==> config.mk <==
export PLATFORM = sky130hd
export DESIGN_NAME = sdcmd_path
export DESIGN_NICKNAME = d
export VERILOG_FILES = /design/src/rtl/sdcmd_pkg.sv /design/src/rtl/sdcmd_frame.sv /design/src/rtl/sdcmd_crc7.sv /design/src/rtl/sdcmd_timer.sv /design/src/rtl/sdcmd_path.sv
export SDC_FILE = /design/constraint.sdc
export NUM_CORES = 1
export LEC_CHECK = 0
export ABC_AREA = 1
export CELL_PAD_IN_SITES_DETAIL_PLACEMENT = 0
export CELL_PAD_IN_SITES_GLOBAL_PLACEMENT = 1
export CORE_MARGIN = 5
export CORE_UTILIZATION = 46
export CTS_CLUSTER_DIAMETER = 50
export DETAILED_ROUTE_END_ITERATION = 6
export PLACE_DENSITY = 0.94
export SYNTH_ARGS = -nofsm -noshare
export SYNTH_HDL_FRONTEND = slang
export SYNTH_SLANG_ARGS = --single-unit
==> constraint.sdc <==
create_clock -name clk -period 7.4 [get_ports clk]
set_input_delay 0.74 -clock clk [delete_from_list [all_inputs] [get_ports clk]]
set_output_delay 0.74 -clock clk [all_outputs]
set_load 0.05 [all_outputs]
==> src/rtl/sdcmd_pkg.sv <==
package sdcmd_pkg;

    typedef enum logic [1:0] {
        ST_IDLE,
        ST_SEND,
        ST_WAIT,
        ST_RECV
    } cmd_state_t;

    typedef enum logic [1:0] {
        RSP_NONE,
        RSP_SHORT,
        RSP_LONG
    } rsp_kind_t;

    // one serial step of CRC7, polynomial x^7 + x^3 + 1
    function automatic logic [6:0] crc7_step(input logic [6:0] c, input logic b);
        logic fb;
        fb = b ^ c[6];
        return {c[5:0], 1'b0} ^ (fb ? 7'h09 : 7'h00);
    endfunction

    function automatic rsp_kind_t decode_rsp(input logic [1:0] t);
        rsp_kind_t k;
        case (t)
            2'b01:   k = RSP_SHORT;
            2'b11:   k = RSP_LONG;
            default: k = RSP_NONE;
        endcase
        return k;
    endfunction

endpackage

==> src/rtl/sdcmd_frame.sv <==
module sdcmd_frame
    import sdcmd_pkg::*;
#(
    parameter int IDX_W = 6,
    parameter int ARG_W = 32
) (
    input  logic [IDX_W-1:0]        idx,
    input  logic [ARG_W-1:0]        arg,
    output logic [IDX_W+ARG_W+9:0]  frame
);
    localparam int BODY_W = 2 + IDX_W + ARG_W;

    logic [BODY_W-1:0] body;
    logic [6:0]        crc;

    always_comb begin
        body = {2'b01, idx, arg};
        crc  = '0;
        for (int i = BODY_W - 1; i >= 0; i--) begin
            crc = crc7_step(crc, body[i]);
        end
        frame = {body, crc, 1'b1};
    end
endmodule

==> src/rtl/sdcmd_crc7.sv <==
module sdcmd_crc7
    import sdcmd_pkg::*;
(
    input  logic       clk,
    input  logic       rst_n,
    input  logic       clr,
    input  logic       en,
    input  logic       din,
    output logic [6:0] crc
);
    always_ff @(posedge clk or negedge rst_n) begin
        if (!rst_n) begin
            crc <= '0;
        end else if (clr) begin
            crc <= '0;
        end else if (en) begin
            crc <= crc7_step(crc, din);
        end
    end

    AST_CRC_CLEAR: assert property (@(posedge clk) disable iff (!rst_n)
        clr |=> (crc == 7'd0)) else $error("crc not cleared");
endmodule

==> src/rtl/sdcmd_timer.sv <==
module sdcmd_timer #(
    parameter int LIMIT = 64
) (
    input  logic clk,
    input  logic rst_n,
    input  logic clr,
    input  logic en,
    output logic expire
);
    localparam int CW = $clog2(LIMIT + 1);

    logic [CW-1:0] cnt_q;

    assign expire = en && (cnt_q == CW'(LIMIT - 1));

    always_ff @(posedge clk or negedge rst_n) begin
        if (!rst_n) begin
            cnt_q <= '0;
        end else if (clr) begin
            cnt_q <= '0;
        end else if (en && !expire) begin
            cnt_q <= cnt_q + 1'b1;
        end
    end

    AST_TIMER_RANGE: assert property (@(posedge clk) disable iff (!rst_n)
        cnt_q < CW'(LIMIT)) else $error("timer out of range");
endmodule

==> src/rtl/sdcmd_path.sv <==
module sdcmd_path
    import sdcmd_pkg::*;
#(
    parameter int IDX_W           = 6,
    parameter int ARG_W           = 32,
    parameter int WORD_W          = 32,
    parameter int NUM_WORDS       = 4,
    parameter int TIMEOUT_STROBES = 64
) (
    input  logic                        clk,
    input  logic                        rst_n,
    input  logic                        ck_stb,
    input  logic                        cmd_start,
    input  logic [IDX_W-1:0]            cmd_idx,
    input  logic [ARG_W-1:0]            cmd_arg,
    input  logic [1:0]                  rsp_type,
    input  logic                        cmd_in,
    output logic                        cmd_out,
    output logic                        cmd_oe,
    output logic                        busy,
    output logic [IDX_W-1:0]            rsp_idx,
    output logic [NUM_WORDS*WORD_W-1:0] rsp_words,
    output logic                        flag_sent,
    output logic                        flag_rsp_ok,
    output logic                        flag_crc_fail,
    output logic                        flag_timeout
);
    localparam int HDR_BITS   = 2 + IDX_W;
    localparam int FRAME_BITS = HDR_BITS + ARG_W + 8;
    localparam int SHORT_BITS = HDR_BITS + WORD_W + 8;
    localparam int RX_W       = NUM_WORDS * WORD_W;
    localparam int LONG_BITS  = HDR_BITS + RX_W;
    localparam int CNT_W      = $clog2(LONG_BITS + 1);

    localparam logic [CNT_W-1:0] TX_LAST    = CNT_W'(FRAME_BITS - 1);
    localparam logic [CNT_W-1:0] SHORT_LAST = CNT_W'(SHORT_BITS - 1);
    localparam logic [CNT_W-1:0] LONG_LAST  = CNT_W'(LONG_BITS - 1);
    localparam logic [CNT_W-1:0] HDR_POS    = CNT_W'(HDR_BITS);

    cmd_state_t state_q, state_d;
    rsp_kind_t  kind_q;

    logic [FRAME_BITS-1:0] frame_w;
    logic [FRAME_BITS-1:0] tx_sr;
    logic [CNT_W-1:0]      bit_cnt;
    logic [IDX_W-1:0]      idx_sr;
    logic [RX_W-1:0]       rx_sr;
    logic [RX_W-1:0]       rx_sr_next;
    logic [6:0]            rx_crc;

    logic accept, tx_stb, last_tx, wait_hi, rx_start, rx_stb, rx_done, tout, crc_en;
    logic [CNT_W-1:0] rx_last, crc_lo;

    sdcmd_frame #(.IDX_W(IDX_W), .ARG_W(ARG_W)) u_frame (
        .idx   (cmd_idx),
        .arg   (cmd_arg),
        .frame (frame_w)
    );

    sdcmd_timer #(.LIMIT(TIMEOUT_STROBES)) u_timer (
        .clk    (clk),
        .rst_n  (rst_n),
        .clr    (last_tx),
        .en     (wait_hi),
        .expire (tout)
    );

    sdcmd_crc7 u_rx_crc (
        .clk   (clk),
        .rst_n (rst_n),
        .clr   (rx_start),
        .en    (crc_en),
        .din   (cmd_in),
        .crc   (rx_crc)
    );

    // event decode
    assign accept     = (state_q == ST_IDLE) && cmd_start;
    assign tx_stb     = (state_q == ST_SEND) && ck_stb;
    assign last_tx    = tx_stb && (bit_cnt == TX_LAST);
    assign wait_hi    = (state_q == ST_WAIT) && ck_stb && cmd_in;
    assign rx_start   = (state_q == ST_WAIT) && ck_stb && !cmd_in;
    assign rx_stb     = (state_q == ST_RECV) && ck_stb;
    assign rx_last    = (kind_q == RSP_LONG) ? LONG_LAST : SHORT_LAST;
    assign crc_lo     = (kind_q == RSP_LONG) ? HDR_POS : CNT_W'(1);
    assign rx_done    = rx_stb && (bit_cnt == rx_last);
    assign crc_en     = rx_stb && (bit_cnt >= crc_lo) && (bit_cnt < rx_last);
    assign rx_sr_next = {rx_sr[RX_W-2:0], cmd_in};

    // state register
    always_ff @(posedge clk or negedge rst_n) begin
        if (!rst_n) state_q <= ST_IDLE;
        else        state_q <= state_d;
    end

    // transitions
    always_comb begin
        state_d = state_q;
        unique case (state_q)
            ST_IDLE: if (accept)  state_d = ST_SEND;
            ST_SEND: if (last_tx) state_d = (kind_q == RSP_NONE) ? ST_IDLE : ST_WAIT;
            ST_WAIT: begin
                if (rx_start)  state_d = ST_RECV;
                else if (tout) state_d = ST_IDLE;
            end
            ST_RECV: if (rx_done) state_d = ST_IDLE;
            default: state_d = ST_IDLE;
        endcase
    end

    // line and activity outputs
    always_comb begin
        cmd_oe  = 1'b0;
        cmd_out = 1'b1;
        busy    = 1'b1;
        unique case (state_q)
            ST_IDLE: busy = 1'b0;
            ST_SEND: begin
                cmd_oe  = 1'b1;
                cmd_out = tx_sr[FRAME_BITS-1];
            end
            ST_WAIT, ST_RECV: ;
            default: busy = 1'b0;
        endcase
    end

    // datapath and result registers
    always_ff @(posedge clk or negedge rst_n) begin
        if (!rst_n) begin
            kind_q        <= RSP_NONE;
            tx_sr         <= '1;
            bit_cnt       <= '0;
            idx_sr        <= '0;
            rx_sr         <= '0;
            rsp_idx       <= '0;
            rsp_words     <= '0;
            flag_sent     <= 1'b0;
            flag_rsp_ok   <= 1'b0;
            flag_crc_fail <= 1'b0;
            flag_timeout  <= 1'b0;
        end else begin
            if (accept) begin
                kind_q        <= decode_rsp(rsp_type);
                tx_sr         <= frame_w;
                bit_cnt       <= '0;
                flag_sent     <= 1'b0;
                flag_rsp_ok   <= 1'b0;
                flag_crc_fail <= 1'b0;
                flag_timeout  <= 1'b0;
            end
            if (tx_stb) begin
                tx_sr   <= {tx_sr[FRAME_BITS-2:0], 1'b1};
                bit_cnt <= bit_cnt + 1'b1;
            end
            if (last_tx && kind_q == RSP_NONE) flag_sent <= 1'b1;
            if (tout) flag_timeout <= 1'b1;
            if (rx_start) bit_cnt <= CNT_W'(1);
            if (rx_stb) begin
                bit_cnt <= bit_cnt + 1'b1;
                if (bit_cnt >= CNT_W'(2) && bit_cnt < HDR_POS)
                    idx_sr <= {idx_sr[IDX_W-2:0], cmd_in};
                if (bit_cnt >= HDR_POS)
                    rx_sr <= rx_sr_next;
            end
            if (rx_done) begin
                rsp_idx <= idx_sr;
                if (kind_q == RSP_LONG)
                    rsp_words <= rx_sr_next;
                else
                    rsp_words <= {rx_sr_next[WORD_W+7:8], {(RX_W-WORD_W){1'b0}}};
                if (rx_crc == 7'd0) flag_rsp_ok   <= 1'b1;
                else                flag_crc_fail <= 1'b1;
            end
        end
    end

    AST_ONE_OUTCOME: assert property (@(posedge clk) disable iff (!rst_n)
        $fell(busy) |-> $onehot({flag_sent, flag_rsp_ok, flag_crc_fail, flag_timeout}))
        else $error("outcome flags not one-hot");
    AST_FLAGS_CLEARED: assert property (@(posedge clk) disable iff (!rst_n)
        $rose(busy) |-> ({flag_sent, flag_rsp_ok, flag_crc_fail, flag_timeout} == 4'b0))
        else $error("flags kept over new command");
    AST_RELEASE_ON_STROBE: assert property (@(posedge clk) disable iff (!rst_n)
        $fell(cmd_oe) |-> $past(ck_stb)) else $error("line released off strobe");
    AST_HOLD_NO_STROBE: assert property (@(posedge clk) disable iff (!rst_n)
        (busy && !ck_stb) |=> ($stable(cmd_out) && busy)) else $error("moved without strobe");
    AST_IDLE_QUIET: assert property (@(posedge clk) disable iff (!rst_n)
        !busy |-> (!cmd_oe && cmd_out)) else $error("line driven in idle");
endmodule

Word-level counts from Yosys, hierarchy flattened
Index checks and enable logic that the tools add are counted.
{"block": "op_classes", "n_addsub": 2, "order_cmp": 5, "n_eq_ne": 13, "n_mux": 72, "n_bitwise": 77, "reduce_logical": 28}
{"op": "$xor A7 B7 Y7", "count": 37}
{"op": "$mux W4", "count": 40}
{"op": "$mux W128", "count": 1}
{"op": "$mux W48", "count": 2}
{"op": "$mux W8", "count": 5}
{"op": "$xor A1 B1 Y1", "count": 37}
{"op": "$mux W7", "count": 4}
{"op": "$logic_and A1 B1 Y1", "count": 14}
{"op": "$mux W1", "count": 12}
{"op": "$mux W2", "count": 6}
{"op": "$reduce_bool A2 Y1", "count": 5}
{"op": "$add A8 B1 Y8 const B", "count": 1}
{"op": "$eq A2 B2 Y1 const B", "count": 4}
{"op": "$eq A8 B6 Y1 const B", "count": 1}
{"op": "$eq A8 B8 Y1", "count": 1}
{"op": "$ge A8 B2 Y1 const B", "count": 1}
{"op": "$ge A8 B4 Y1", "count": 1}
{"op": "$ge A8 B4 Y1 const B", "count": 1}
{"op": "$lt A8 B4 Y1 const B", "count": 1}
{"op": "$lt A8 B8 Y1", "count": 1}
{"op": "$pmux W2 S4", "count": 1}
{"op": "$add A7 B1 Y7 const B", "count": 1}
{"op": "$eq A7 B6 Y1 const B", "count": 1}
{"op": "$logic_not A7 Y1", "count": 1}
{"op": "other kinds (12)", "count": 18}
{"block": "word_totals", "register_bits": 345, "output_inout_bits": 141}

Longest topological paths before layout
Gate-level depths: netlist (run 1).
{"block": "depth", "depth_word": 113, "depth_mapped": 26, "depth_no_buf": 26}

By module
From an unflattened synthesis (run 1), not the netlist that was laid out.
{"block": "hier_totals", "cells_unflattened": 1978, "area_unflattened_um2": 16484.6}
{"module": "sdcmd_path", "instances": 1, "cells_each": 1513, "area_each_um2": 13773.2, "seq_area_each_um2": 8343.0}
{"module": "sdcmd_frame", "instances": 1, "cells_each": 360, "area_each_um2": 1933.1, "seq_area_each_um2": 0.0}
{"module": "sdcmd_timer", "instances": 1, "cells_each": 69, "area_each_um2": 465.4, "seq_area_each_um2": 175.2}
{"module": "sdcmd_crc7", "instances": 1, "cells_each": 36, "area_each_um2": 312.8, "seq_area_each_um2": 175.2}

Least setup slack after synthesis (run 1)
OpenSTA, ideal clock, no wires.
{"block": "synth_timing", "kind": "reg-to-reg", "startpoint": "register kind_q[0]", "endpoint": "register u_rx_crc.crc[4]", "arrival_time_ps": 2587, "setup_slack_ps": 4730, "stages_incl_launch_ff": 12, "path_buffers": 2, "synth_period_minus_slack_ps": 2670, "cell_sequence": "dfrtp_1 > nor2_1 > clkbuf_1 > clkbuf_1 > ha_1 > a21oi_1 > nor2_1 > a2111oi_0 > nand3_1 > nand2_1 > nand3_1 > o21ai_0"}
{"block": "synth_between", "elab_chain_cells": 6}
{"item": "from (decl)", "line_no": "sdcmd_path.sv:41", "rtl": "rsp_kind_t kind_q;"}
{"item": "from (signal assigned)", "line_no": "sdcmd_path.sv:143", "rtl": "kind_q <= decode_rsp(rsp_type);"}
{"item": "$eq A2 B2 Y1 (*)", "line_no": "sdcmd_path.sv:84, sdcmd_path.sv:85"}
{"item": "$mux W4", "line_no": "sdcmd_path.sv:85", "rtl": "assign crc_lo = (kind_q == RSP_LONG) ? HDR_POS : CNT_W'(1);"}
{"item": "$ge A8 B4 Y1", "line_no": "sdcmd_path.sv:87", "rtl": "assign crc_en = rx_stb && (bit_cnt >= crc_lo) && (bit_cnt < rx_last);"}
{"item": "$logic_and A1 B1 Y1", "line_no": "sdcmd_path.sv:87"}
{"item": "$logic_and A1 B1 Y1 (*)", "line_no": "sdcmd_path.sv:87"}
{"item": "$reduce_bool A2 Y1 (no line) (*)"}
{"item": "to (signal assigned)", "line_no": "sdcmd_crc7.sv:17", "rtl": "crc <= crc7_step(crc, din);"}
{"item": "to (decl)", "line_no": "sdcmd_crc7.sv:9", "rtl": "output logic [6:0] crc"}
Mark *: on every way between the ends. The rest lies on a longest branch, timed or not.
A chain may end at the register's enable or synchronous reset.

Final worst setup path (run 1)
{"block": "layout_timing", "startpoint": "register kind_q[0]", "endpoint": "register flag_crc_fail"}
{"block": "layout_between", "elab_chain_cells": 5}
{"item": "$eq A2 B2 Y1", "line_no": "sdcmd_path.sv:84", "rtl": "assign rx_last = (kind_q == RSP_LONG) ? LONG_LAST : SHORT_LAST;"}
{"item": "$mux W8", "line_no": "sdcmd_path.sv:84"}
{"item": "$eq A8 B8 Y1", "line_no": "sdcmd_path.sv:86", "rtl": "assign rx_done = rx_stb && (bit_cnt == rx_last);"}
{"item": "$logic_and A1 B1 Y1", "line_no": "sdcmd_path.sv:86"}
{"item": "$mux W1", "line_no": "sdcmd_path.sv:165", "rtl": "if (rx_done) begin"}
{"item": "to (signal assigned)", "line_no": "sdcmd_path.sv:139", "rtl": "flag_crc_fail <= 1'b0;"}
{"item": "to (signal assigned)", "line_no": "sdcmd_path.sv:148", "rtl": "flag_crc_fail <= 1'b0;"}
{"item": "to (signal assigned)", "line_no": "sdcmd_path.sv:172", "rtl": "else flag_crc_fail <= 1'b1;"}
{"item": "to (decl)", "line_no": "sdcmd_path.sv:25", "rtl": "output logic flag_crc_fail,"}
Every way passes these cells.

==> results of run 1 <==
[cell usage in the layout (no fill, tap or decap), types with 5 or more instances in the layout]
cell type,Yosys,routed
o22ai_1,11,11
nand2_1,567,565
o21ai_0,220,220
nand3_1,62,62
mux2_2,58,58
clkbuf_16,0,39
buf_4,0,11
a21oi_1,15,15
nand3_2,5,5
dfstp_2,47,47
o31ai_1,40,40
nor2_1,35,33
inv_2,10,10
clkbuf_1,70,11
clkdlybuf4s50_1,0,184
nand2_2,34,34
nand4_1,5,5
o211ai_1,33,33
inv_1,168,168
ha_1,9,9
nor3_1,6,6
clkinv_2,0,5
dfrtp_1,297,297
[per-layer routing]
metal / track usage / vias to the layer above / share of wire
met5: 0 / - / 0
met4: 0.0395 / 0 / 0.018
met3: 0.0313 / 51 / 0.050
met2: 0.309 / 240 / 0.48
met1: 0.262 / 5622 / 0.45
li1: - / 5971 / -
[how the worst max path moves through the flow]
stage / endpoint / cells past startpoint
2_1_floorplan: u_rx_crc.crc[4] / 11
3_3_place_gp: tx_sr[3] / 10
3_5_place_dp: tx_sr[3] / 10
4_1_cts: flag_crc_fail / 11
5_1_grt: flag_crc_fail / 11
6_report: flag_crc_fail / 11
[layout make-up]
class / count / area, um2
Tap cell: 448 / 561
Multi-Input combinational cell: 1137 / 5790
Inverter: 179 / 672
Clock buffer: 54 / 1070
Sequential cell: 344 / 8670
Clock inverter: 15 / 160
Fill cell: 2936 / 14400
Timing Repair Buffer: 197 / 1960
[worst register-to-register path, cell delays in order (launching register included)]
cell and delay (ns):
dfrtp_1 0.41, nor2_4 0.10, buf_4 0.46, inv_1 0.23, buf_4 0.32, ha_1 0.36
nand4_1 0.14, nor2_1 0.08, nand2_4 0.66, buf_12 0.58, inv_1 0.14, a22o_1 0.22
[power by group through the flow]
stage                     Combinational [mW]  Clock (mW)  Sequential (mW)
after global routing                    1.35        1.99             2.31
after global placement                  1.16           0             2.30
after floorplan                        0.890           0             2.28
after detailed placement                1.19           0             2.31
final                                   1.19        1.85             2.28
after CTS                               1.19        1.90             2.28
[flip-flops by register name, indices dropped and copies added (netlist names)]
| signal | cells |
|---|---|
| idx_sr | 6 |
| state_q | 2 |
| rsp_words | 128 |
| rx_sr | 127 |
| flag_crc_fail | 1 |
| u_timer.cnt_q | 7 |
| rsp_idx | 6 |
| kind_q | 2 |
| bit_cnt | 8 |
| tx_sr | 47 |
| flag_rsp_ok | 1 |
| u_rx_crc.crc | 7 |
| flag_timeout | 1 |
| flag_sent | 1 |
[stage by stage]
step	area, um2	total power, mW	worst slack, ns
2_1_floorplan	15400	3.17	4.73
3_3_place_gp	17600	3.46	3.62
3_5_place_dp	17600	3.50	3.55
4_1_cts	18900	5.37	3.55
5_1_grt	18900	5.65	3.20
6_report	18900	5.31	3.59
[cell families (layout without fill, tap and decap cells)]
family / Yosys count / in the layout / share of synthesized area
AOI/OAI and AO/OA: 337 / 337 / 0.125
DFF: 344 / 344 / 0.562
adders and majority gates: 9 / 9 / 0.00730
and+or+nand+nor: 725 / 725 / 0.193
buffers and inverters: 262 / 445 / 0.0645
xor gates and xnor gates: 8 / 8 / 0.00503
muxes: 58 / 58 / 0.0423
==> flow_metrics.env, run 1 <==
export IMPL_crit_chain="nor2_4 -> buf_4 -> inv_1 -> buf_4 -> ha_1 -> nand4_1 -> nor2_1 -> nand2_4 -> buf_12 -> inv_1 -> a22o_1"
export IMPL_post_cts_resized=0
export IMPL_grt_use_total=0.187
export IMPL_postLayoutCoreUtil=0.567
export IMPL_timing_rr_end="flag_crc_fail"
export IMPL_drive_gt1_frac=0.121
export IMPL_startpoint_type="register"
export IMPL_path_buf_inv=5
export IMPL_hold_path_class="in -> async"
export IMPL_synth_common_cells="567 x nand2_1, 297 x dfrtp_1, 220 x o21ai_0"
export IMPL_fin_skew_ns=0.00992
export IMPL_io_buffer_count=185
export IMPL_drcViolationCount=0
export IMPL_die_area_mm2=0.0373
export IMPL_clkPwrFrac=0.348
export IMPL_clk_latency_ns=0.51
export IMPL_timing_critical_path_required_ns=7.79
export IMPL_antenna_found_initial=0
export IMPL_hold_ws_ns=0.235
export IMPL_routedWlPerCell_um=14.7
export IMPL_ys_async_sr_fraction=1.00
export IMPL_grt_pass1_wl_um=58000
export IMPL_fp_dieW_um=193
export IMPL_switching_share=0.310
export IMPL_avgSynthCellArea_um2=8.85
export IMPL_max_freq_ghz=0.263
export IMPL_postRouteAntennaNets=0
export IMPL_switching_power_mw=1.65
export IMPL_p_int_mw=3.66
export IMPL_vdd_drop_max_mv=0.164
export IMPL_cts_buffer_depth=3
export IMPL_n_antenna_cell=0
export IMPL_fin_setup_tns_ns=0
export IMPL_place_gp_congestion=0.824
export IMPL_start_util=0.463
export IMPL_ys_warn_count=0
export IMPL_vias_per_cell=5.01
export IMPL_maxSlewHeadroom=0.247
export IMPL_synth_distinct_cells=42
export IMPL_ys_top_cells_by_area="dfrtp_1 48%, nand2_1 14%, dfstp_2 8.0%"
export IMPL_ys_ff_latch=344
export IMPL_clk_pin_slew_ns=0.06
export IMPL_slowest_delay_ns=0.66
export IMPL_dp_hpwl_um=23700
export IMPL_place_inst=2305
export IMPL_critPathMaxFanout=165
export IMPL_synth_nets=1797
export IMPL_core_mm2=0.0333
export IMPL_grt_max_degree=166
export IMPL_cts_tree="yes"
export IMPL_cts_sinks=344
export IMPL_setup_viol=0
export IMPL_pwr_share_comb=0.223
export IMPL_startpoint="kind_q[0]"
export IMPL_timing_final_crit_period_ns=3.81
export IMPL_critical_path_slowest_cell="nand2_4"
export IMPL_cts_htree_levels=2
export IMPL_overflow=0
export IMPL_netlist_area_mm2=0.0154
export IMPL_sequentialPowerShare=0.429
export IMPL_detail_route_first_pass_iterations=5
export IMPL_critPathKind="reg -> reg"
export IMPL_synth_most_common_cell="nand2_1"
export IMPL_io_pins=186
export IMPL_rows=67
export IMPL_worst_pin_slew_ns=1.13
export IMPL_reg2reg_slack_ns=3.59
export IMPL_synth_ff_type="dfrtp_1"
export IMPL_drv_cap=0
export IMPL_maxSlewViolCount=0
export IMPL_die_h_um=193
export IMPL_cts_buffers=38
export IMPL_fin_crit_sh=0.514
export IMPL_post_cts_buffers=0
export IMPL_synth_edff_count=0
export IMPL_outcome="finished clean"
export IMPL_crit_family="buffers and inverters"
export IMPL_finalWirelength_um=34800
export IMPL_synth_seq_area_share=0.562
export IMPL_synth_cells=1743
export IMPL_final_nets=1951
export IMPL_instances_no_fill=2374
export IMPL_area_growth_pct=22.4
export IMPL_reg2reg_depth=11
export IMPL_yosysTopAreaCell="dfrtp_1"
export IMPL_synth_top_cell_area_share=0.482
export IMPL_grt_pass1_vias=11655
export IMPL_end_kind="register"
export IMPL_vias=11884
export IMPL_critPathArrivalTime_ns=4.20
export IMPL_dr_first_iter_drc_count=754
export IMPL_hold_viol_final=0
export IMPL_cts_root_buf="clkbuf_16"
export IMPL_pwr_density_cell_mw_per_mm2=281
export IMPL_holdBufCountCts=0
export IMPL_rsz0062_at_grt="false"
export IMPL_rr_startpoint="kind_q[0]"
export IMPL_p_leak_nw=8.60
No activity file was read; power rests on OpenSTA's default activity.
==> run 2: changes to the inputs <==
--- a/config.mk
+++ b/config.mk
@@ -9,10 +9,10 @@
 export CELL_PAD_IN_SITES_DETAIL_PLACEMENT = 0
 export CELL_PAD_IN_SITES_GLOBAL_PLACEMENT = 1
 export CORE_MARGIN = 5
-export CORE_UTILIZATION = 46
+export CORE_UTILIZATION = 43
 export CTS_CLUSTER_DIAMETER = 50
 export DETAILED_ROUTE_END_ITERATION = 6
-export PLACE_DENSITY = 0.94
+export PLACE_DENSITY = 0.9
 export SYNTH_ARGS = -nofsm -noshare
 export SYNTH_HDL_FRONTEND = slang
 export SYNTH_SLANG_ARGS = --single-unit
==> constraint.sdc (replaced) <==
create_clock -name clk -period 3.75 [get_ports clk]
set_input_delay 0.375 -clock clk [delete_from_list [all_inputs] [get_ports clk]]
set_output_delay 0.375 -clock clk [all_outputs]
set_load 0.05 [all_outputs]
==> run 2 against run 1 <==
Effect of this change: highest routed layer unchanged; utilization decreased by 2.7 points; largest cell class unchanged; power rose by 100%; critical path type unchanged; worst setup slack got worse by 2.6 ns; cell count grew 0.93%.
==> flow_metrics.env, run 2 (synthesized netlist as in run 1, its figures left out) <==
export IMPL_post_cts_resized=0
export IMPL_area_growth_pct=24.2
export IMPL_slowest_delay_ns=0.48
export IMPL_largest_reg_flops=128
export IMPL_largestRegisters="rsp_words: 128 flops, rx_sr: 127 flops, tx_sr: 47 flops"
export IMPL_path_buf_inv=3
export IMPL_grt_pass1_wl_um=58800
export IMPL_cts_buffers=42
export IMPL_fin_setup_tns_ns=0
export IMPL_pwr_share_comb=0.218
export IMPL_hold_ws_ns=0.478
export IMPL_clk_latency_ns=0.52
export IMPL_die_h_um=199
export IMPL_maxSlewHeadroom=0.397
export IMPL_final_common_cell="nand2_1"
export IMPL_pwr_density_cell_mw_per_mm2=566
export IMPL_detail_route_first_pass_iterations=6
export IMPL_post_cts_buffers=0
export IMPL_crit_family="simple AND/OR/NAND/NOR gates"
export IMPL_dr_first_iter_drc_count=740
export IMPL_overflow=0
export IMPL_clkPwrFrac=0.366
export IMPL_grt_max_degree=135
export IMPL_postLayoutCoreUtil=0.540
export IMPL_setup_viol=0
export IMPL_cts_tree="yes"
export IMPL_cts_buffer_depth=3
export IMPL_totalPowerFinal_mw=10.8
export IMPL_cts_htree_levels=2
export IMPL_core_mm2=0.0355
export IMPL_rows=69
export IMPL_vdd_drop_max_mv=0.538
export IMPL_drv_cap=0
export IMPL_sequentialPowerShare=0.416
export IMPL_hold_path_class="reg -> reg"
export IMPL_fin_skew_ns=0.0166
export IMPL_dp_hpwl_um=24000
export IMPL_timing_critical_path_required_ns=4.17
export IMPL_preCtsSetupSlack_ns=0.794
export IMPL_clk_pin_slew_ns=0.05
export IMPL_cts_root_buf="clkbuf_16"
export IMPL_final_cell_mix="565 x nand2_1, 297 x dfrtp_1, 220 x o21ai_0, 184 x clkdlybuf4s50_1, 168 x inv_1"
export IMPL_grt_use_total=0.177
export IMPL_postRouteAntennaNets=0
export IMPL_critPathMaxFanout=63
export IMPL_hold_viol_final=0
export IMPL_maxSlewViolCount=0
export IMPL_n_antenna_cell=0
export IMPL_io_pins=186
export IMPL_final_nets=1959
export IMPL_fin_crit_sh=0.729
export IMPL_worst_slack_ns=1.02
export IMPL_critPathKind="reg -> reg"
export IMPL_antenna_found_initial=0
export IMPL_max_freq_ghz=0.366
export IMPL_timing_final_crit_period_ns=2.73
export IMPL_worst_pin_slew_ns=0.903
export IMPL_crit_chain="inv_1 -> nor2_4 -> buf_4 -> ha_1 -> inv_1 -> a21oi_1 -> a2111oi_0 -> nand3_1 -> nand2_1 -> nand3_1 -> o21ai_0"
export IMPL_vias_per_cell=4.97
export IMPL_switching_share=0.311
export IMPL_grt_pass1_vias=11635
export IMPL_p_int_mw=7.47
export IMPL_rsz0062_at_grt="false"
export IMPL_p_leak_nw=8.71
export IMPL_regMostFlops="rsp_words"
export IMPL_die_area_mm2=0.0398
export IMPL_holdBufCountCts=1
export IMPL_drcViolationCount=0
export IMPL_io_buffer_count=185
export IMPL_vias=11903
export IMPL_cts_sinks=344
export IMPL_place_gp_congestion=0.854
export IMPL_end_kind="register"
export IMPL_routedWlPerCell_um=14.8
export IMPL_startpoint_type="register"
export IMPL_switching_power_mw=3.38
export IMPL_finalWirelength_um=35300
export IMPL_start_util=0.435
export IMPL_drive_gt1_frac=0.128
export IMPL_outcome="finished clean"
export IMPL_critPathArrivalTime_ns=3.15
export IMPL_critical_path_slowest_cell="a2111oi_0"
export IMPL_fp_dieW_um=199
## run 2: area by class of cell
cell class,instances,area (um2)
timing repair buffer,201,2070
sequential,344,8670
inverter,179,672
multi-input combinational,1137,5790
clock inverter,17,206
clock buffer,57,1180
tap,461,577
fill,3188,16300
## run 2: metrics by stage
step                std cells  instance area (um2)
detailed placement       2321                17800
finish                   2396                19200
floorplan                1743                15400
CTS                      2396                19200
global placement         2321                17800
global route             2396                19200
## run 2: routing by layer
metal | track usage | vias to the layer above | share of wire
met3 | 0.0266 | 47 | 0.042
met2 | 0.281 | 235 | 0.47
met4 | 0.0458 | 0 | 0.020
li1 | - | 5988 | -
met5 | 0 | - | 0
met1 | 0.259 | 5633 | 0.47
## run 2: power groups by stage
stage	Combinational [mW]	Sequential (mW)	Clock (mW)
global placement	2.33	4.55	0
CTS	2.39	4.50	4.09
finish	2.37	4.51	3.97
detailed placement	2.38	4.56	0
floorplan	1.76	4.50	0
global route	2.72	4.55	4.27
## run 2: worst paths after layout
| check | startpoint | endpoint | slack (ns) | cells after the start |
|---|---|---|---|---|
| max | kind_q[1] | u_rx_crc.crc[4] | 1.02 | 11 |
| min | rsp_words[69] | rsp_words[69] | 0.48 | 2 |
| max reg2reg | kind_q[1] | u_rx_crc.crc[4] | 1.02 | 11 |
| min reg2reg | rsp_words[69] | rsp_words[69] | 0.48 | 2 |
| max in group asynchronous | rst_n | flag_timeout | 2.16 | 3 |
| min in group asynchronous | rst_n | rsp_words[85] | 0.52 | 2 |
## run 2: worst min-delay path, delay by kind of cell (launching register included)
family	cells	cell delay (ns)
compound gates	1	0.05
flops	1	0.34
simple gates	1	0.05
